===== src/rtl/paged_od_ioport.sv =====
module paged_od_ioport #(
  parameter int NPORTS = 6,
  localparam int NLINES = NPORTS * 8
) (
  input  logic              clk,
  input  logic              rst_n,
  input  logic [3:0]        bus_addr,
  input  logic [7:0]        bus_wdata,
  input  logic              bus_wr,
  input  logic              bus_rd,
  output logic [7:0]        bus_rdata,
  input  logic [NLINES-1:0] pad_in,
  output logic [NLINES-1:0] pad_drive_low,
  output logic [NLINES-1:0] line_sync,
  output logic              iu_wr,
  output logic              iu_rd,
  output logic [1:0]        iu_page,
  output logic [1:0]        iu_idx,
  output logic [7:0]        iu_wdata,
  input  logic [7:0]        iu_rdata,
  input  logic [2:0]        iu_pend
);

  localparam logic [3:0] ADDR_PEND = 4'h6;
  localparam logic [3:0] ADDR_CTRL = 4'h7;

  logic [7:0]        port_q [NPORTS];
  logic [1:0]        page_q;
  logic [5:0]        lock_q;
  logic [NLINES-1:0] meta_q, sync_q;
  logic [7:0]        rd_val;
  logic              paged;
  logic [1:0]        age;

  assign paged    = (bus_addr >= 4'h8) && (bus_addr <= 4'hA);
  assign iu_page  = page_q;
  assign iu_idx   = bus_addr[1:0];
  assign iu_wdata = bus_wdata;
  assign iu_wr    = bus_wr && paged && (page_q != 2'd0);
  assign iu_rd    = bus_rd && paged && (page_q == 2'd3);
  assign line_sync = sync_q;

  always_ff @(posedge clk) begin
    if (!rst_n) begin
      page_q <= '0;
      lock_q <= '0;
    end else if (bus_wr && bus_addr == ADDR_CTRL) begin
      page_q <= bus_wdata[7:6];
      lock_q <= bus_wdata[5:0];
    end
  end

  always_ff @(posedge clk) begin
    if (!rst_n) begin
      meta_q <= '1;
      sync_q <= '1;
      age    <= '0;
    end else begin
      meta_q <= pad_in;
      sync_q <= meta_q;
      if (age != 2'd3) age <= age + 2'd1;
    end
  end

  for (genvar g = 0; g < NPORTS; g++) begin : g_port
    always_ff @(posedge clk) begin
      if (!rst_n) port_q[g] <= '0;
      else if (bus_wr && bus_addr == 4'(g) && !lock_q[g]) port_q[g] <= bus_wdata;
    end
    assign pad_drive_low[g*8 +: 8] = port_q[g];

    assert_locked_hold_R4: assert property (@(posedge clk) disable iff (!rst_n)
      (bus_wr && bus_addr == 4'(g) && lock_q[g]) |=> $stable(pad_drive_low[g*8 +: 8]));

    assert_port_drive_R2: assert property (@(posedge clk) disable iff (!rst_n)
      (bus_wr && bus_addr == 4'(g) && !lock_q[g]) |=> pad_drive_low[g*8 +: 8] == $past(bus_wdata));
  end

  always_comb begin
    rd_val = '0;
    for (int i = 0; i < NPORTS; i++)
      if (bus_addr == 4'(i)) rd_val = ~sync_q[i*8 +: 8];
    if (bus_addr == ADDR_PEND) rd_val = {5'b0, iu_pend};
    else if (paged && page_q == 2'd3) rd_val = iu_rdata;
  end

  always_ff @(posedge clk) begin
    if (!rst_n) bus_rdata <= '0;
    else if (bus_rd) bus_rdata <= rd_val;
  end

  assert_sync_delay_R3: assert property (@(posedge clk) disable iff (!rst_n)
    age[1] |-> line_sync == $past(pad_in, 2));

  assert_page0_quiet_R5: assert property (@(posedge clk) disable iff (!rst_n)
    (bus_rd && paged && page_q == 2'd0) |=> bus_rdata == 8'h00);

  assert_wo_read_zero_R6: assert property (@(posedge clk) disable iff (!rst_n)
    (bus_rd && paged && (page_q == 2'd1 || page_q == 2'd2)) |=> bus_rdata == 8'h00);

  assert_id_read_R7: assert property (@(posedge clk) disable iff (!rst_n)
    (bus_rd && paged && page_q == 2'd3) |=> bus_rdata == $past(iu_rdata));

  assert_pend_read_R8: assert property (@(posedge clk) disable iff (!rst_n)
    (bus_rd && bus_addr == ADDR_PEND) |=> bus_rdata == {5'b0, $past(iu_pend)});

  assert_unused_zero_R9: assert property (@(posedge clk) disable iff (!rst_n)
    (bus_rd && (bus_addr >= 4'hB || bus_addr == ADDR_CTRL)) |=> bus_rdata == 8'h00);

  assert_rdata_hold_R10: assert property (@(posedge clk) disable iff (!rst_n)
    !bus_rd |=> $stable(bus_rdata));

endmodule


===== config.mk =====
export PLATFORM = sky130hd
export DESIGN_NAME = paged_od_ioport
export DESIGN_NICKNAME = d
export VERILOG_FILES = /design/src/rtl/paged_od_ioport.sv
export SDC_FILE = /design/constraint.sdc
export NUM_CORES = 1
export LEC_CHECK = 0
export CORE_UTILIZATION = 30
export CTS_CLUSTER_DIAMETER = 100
export DETAILED_ROUTE_END_ITERATION = 10
export DONT_BUFFER_PORTS = 1
export GPL_TIMING_DRIVEN = 0
export HOLD_SLACK_MARGIN = 0.02
export PLACE_DENSITY = 0.49
export SYNTH_ARGS = -nofsm -noshare
export SYNTH_HDL_FRONTEND = slang
export SYNTH_SLANG_ARGS = --single-unit

===== constraint.sdc =====
create_clock -name clk -period 1.95 [get_ports clk]
set_input_delay 0.39 -clock clk [delete_from_list [all_inputs] [get_ports clk]]
set_output_delay 0.39 -clock clk [all_outputs]
set_load 0.02 [all_outputs]

==> Word level (Yosys, flattened, before mapping) <==
Memories as Yosys holds them, arrays and structs flattened.
Index checks and enable logic that the tools add are counted.
{ "totals": {"regBits": 112, "latchBits": 0, "ramBits": 48, "rom_bits": 0, "input_bits": 75, "n_memories": 1} }
{ "mem_list": {"columns": ["memory", "words", "word_bits", "rd", "rd_clocked_by_memory_dff", "wr", "line_no", "text"], "rows": [
  ["port_q", 6, 8, 6, 0, 6, "27", "logic [7:0] port_q [NPORTS];"]
]} }
{ "classes": {"n_addsub": 0, "mul": 0, "div_mod_pow": 0, "magnitude_cmp": 2, "eq_ne": 8, "shifts": 0, "muxes": 33, "n_bitwise": 12, "n_reduce_logical": 27} }
{ "ops": {"columns": ["operator", "count"], "rows": [
  ["2-to-1 mux 8 bit", 14],
  ["NOT 8 bit", 6],
  ["logical AND 1 bit", 19],
  ["2-to-1 mux 1 bit", 19],
  ["== test 4 x 3 -> 1 bit, second input constant", 4],
  ["== test 4 x 2 -> 1 bit, second input constant", 2],
  ["zero test 1 bit", 6],
  ["bitwise OR 1 bit", 6],
  ["== test 4 x 1 -> 1 bit, second input constant", 1],
  [">= comparator 4 bit, second input constant", 1],
  ["<= comparator 4 bit, second input constant", 1],
  ["zero test 4 bit", 1],
  ["== test 2 bit, second input constant", 1],
  ["nonzero test 2 bit", 1]
]} }

==> Depth between registers and ports, before layout <==
{ "depth": {"ltp_word": 9, "mapped_depth": 6, "ltp_nobuf": 4} }

==> Worst setup path after synthesis <==
OpenSTA, ideal clock, no wires.
{ "synth_path": {"kind": "input -> register", "from": "input bus_addr[3]", "to": "memory port_q[5][0], enable pin", "arrival_time_ns": 1.640, "required_time_ns": 1.563, "path_slack_ns": -0.076, "path_stages": 4, "n_path_buf": 2, "cell_sequence": "buf_2 > nand3b_4 > clkbuf_1 > o31ai_1"} }
{ "synth_lines": {"columns": ["element", "line_no", "text"], "rows": [
  ["from (decl)", "7", "input logic [3:0] bus_addr,"],
  ["to (decl)", "27", null]
]} }

==> Worst setup path in the final report <==
{ "layout_path": {"from": "register page_q[1], in the netlist iu_page[1]", "to": "output iu_wr"} }
{ "layout_between": {"elab_chain_cells": 2} }
{ "layout_lines": {"columns": ["element", "line_no", "text"], "rows": [
  ["from (decl)", "28", "logic [1:0] page_q;"],
  ["from (signal assigned)", "48", "page_q <= bus_wdata[7:6];"],
  ["nonzero test 2 bit", "39", "assign iu_wr = bus_wr && paged && (page_q != 2'd0);"],
  ["logical AND 1 bit", "39", null],
  ["to (decl)", "15", "output logic iu_wr,"]
]} }
Every way passes these cells.

==> impl_results.md <==
* Worst R2R Path Depth at 4
* Syn_nets at ~560
* Gr usage total at 14.93%
* Post-synth EDFFs at 48
* Vias per cell at 4.582
* Seq cells post-synth at 160
* VDD IR-drop max at 0.5765 mV
* Crit Path Category: reg -> out
* Share of cells above drive strength 1 at 15.73%
* Via count at 3432
* # Max-Cap Violations at 0
* Gpl congestion at 0.7702
* Synth cell types at 39
* HPWL Detailed at 10.80 mm
* FFs w/ async S/R, synth at 0%
* Area of the die at 19620 um^2
* Largest net degree at the start of global routing at 18
* Final hold viol count at 0
* Multi-input combinational cell area at roughly 1900 um^2
* Num CTS Buffers at 17
* # fillers at about 1800
* 1st-iter DRT viols at between 100 and 150
* Fmax at about 530 MHz
* Leakage at ~0.0024 uW
* ANT nets after route at 0
* Post-layout min period at 1.877 ns
* Min-Delay Path Class: in -> reg
* Ports at 193
* Die width at 140.1 um
* Input/output buffers at 0
* CTS clk-pin slew, worst paths at ~0.070 ns
* Commonest non-fill, non-tap cells in the layout: 110 x dfxtp_1, 98 x nand2b_1, 49 x and2_1, 48 x edfxtp_1, 22 x o21ai_0
* Initial antenna violation count at 1
* Worst setup SP type: flop
* CP Capture Type: output pin
* Clock tree sinks at 160
* Cell area after synthesis at 5718 um^2
* Core Box Area at 18710 um^2
* Final core occ at between 30% and 40%
* Overflow after GRT at 0
* Rows at 50
* Starting Density at a little under a third
* DRT Pass-1 Iters at 4
* CTS tree: done
* Root Driver: clkbuf_16
* Pre-CTS setup slack at -0.4988 ns
* Vias in the first global route at roughly 3500
* Syn Inst Count at 480
* Leading cell type in the layout, fill and taps excluded: dfxtp_1
* Hold Slack at 0.06399 ns
* Nets at around 580
* DRC viols at 0
* Critical path arrival at 1.49 ns
* Hold buffers post-CTS at 0
* RSZ-0062 raised after global routing: false
* Worst Path Required at between 1.5 and 2 ns
* Slew of the pin with the lowest slew margin at about 0.73 ns
* Sequential cell area at ~3700 um^2
* Crit-path max FO at 4
* Routed WL at 14.28 mm
* H-tree levels at 4
* Max Root-Sink Buffers at 2
* Routed WL per cell at 19.07 um
* First-pass GRT wire length at 21.00 mm
* Slew HR at 51.08%
* Setup ws final at a little over 0.07 ns
* Yosys Warn Count at 0
* Sequential share of the synthesized area at about 64%
* Top_reg_cell synth: dfxtp_1
* Die Span Y at 140.1 um
* Pwr dens at 1115 nW/um^2
* Status: finished, final reports clean
* Slew Limit Fails at 0
* Antenna diodes at 0
* Area growth, synth to finish at 16.87%
* Skew-Pair Late Insertion Delay at 0.42 ns
* Part of the cycle the worst path needs at 96.27%
* Synthesized area per cell at 11.91 um^2
* Setup-failing EPs final at 0
* Setup Skew at between 0.006 and 0.007 ns
* Worst Hold Path Cells at 1
==> layout make-up <==
cell class,instances,share of cell area (%)
Multi-Input combinational cell,283,28.16
Clock buffer,17,6.366
Timing Repair Buffer,3,0.3370
Tap cell,234,4.381
Buffer,32,2.827
Inverter,5,0.2808
Sequential cell,160,55.23
Clock inverter,15,2.415
==> per-layer routing <==
metal,track usage (%),up-vias,share of wire [%]
li1,-,1663,-
met4,6.940,2,2.7
met3,8.855,27,12
met5,0,-,0.091
met2,24.16,162,46
met1,15.47,1578,39
==> cell usage after synthesis (4+ instances only) <==
cell type	instances	area (um^2)
o32ai_1	4	35.03
buf_2	4	20.02
a211oi_2	4	50.05
clkbuf_1	15	56.30
and2_1	50	312.8
o31ai_1	6	45.04
a21oi_1	14	70.07
buf_4	11	82.58
nor2_1	16	60.06
o22ai_1	5	31.28
a211oi_1	4	30.03
o21ai_0	22	110.1
nand2b_1	98	613.1
edfxtp_1	48	1441
inv_1	4	15.01
nand2_1	18	67.56
nor3_2	4	40.04
dfxtp_1	112	2242
mux2i_1	7	70.07
nor2b_1	5	31.28
mux2_2	4	45.04
==> report_power, final <==
part / total (uW) / internal, uW / switching, uW
Clock: 3310 / 1830 / 1480
Combinational: 331 / 131 / 200
Sequential: 3820 / 3590 / 223
==> metrics by stage <==
step	setup TNS [ns]	std cells	total power, uW	area (um^2)
floorplan	-1.292	480	4110	5723
global placement	-17.74	714	4220	6016
detailed placement	-19.61	714	4227	6016
CTS	-0.08810	746	7543	6654
global route	0	749	7717	6683
finish	0	749	7454	6683
==> worst paths after layout <==
kind | end | from | slack [ns]
worst min register to register | line_sync[40] | meta_q[40] | 0.40
worst max-delay path | iu_wr | iu_page[1] | 0.07
worst min-delay path | meta_q[34] | pad_in[34] | 0.06
worst max register to register | bus_rdata[5] | line_sync[5] | 0.47
==> repair_timing <==
action,CTS,global route
buffers inserted,0,3
pin swaps,1,1
resized for setup,14,3
setup endpoints to repair,18,10
==> critical path, stage by stage, from the launching register on <==
cell and delay (ns):
dfxtp_4 0.41, o21ai_0 0.16, nor4bb_4 0.49
==> logic make-up after synthesis <==
group	share of synthesized area, %
flip-flops	64.42
AO/OA/AOI/OAI	8.009
buffers and inverters	3.501
multiplexers	2.210
AND/OR/NAND/NOR	21.86
==> registers in the layout (all words and copies together), names as in the netlist <==
signal	flops
port_q	48
lock_q	6
iu_page	2
bus_rdata	8
meta_q	48
line_sync	48
(Power assumes the default switching activity.)
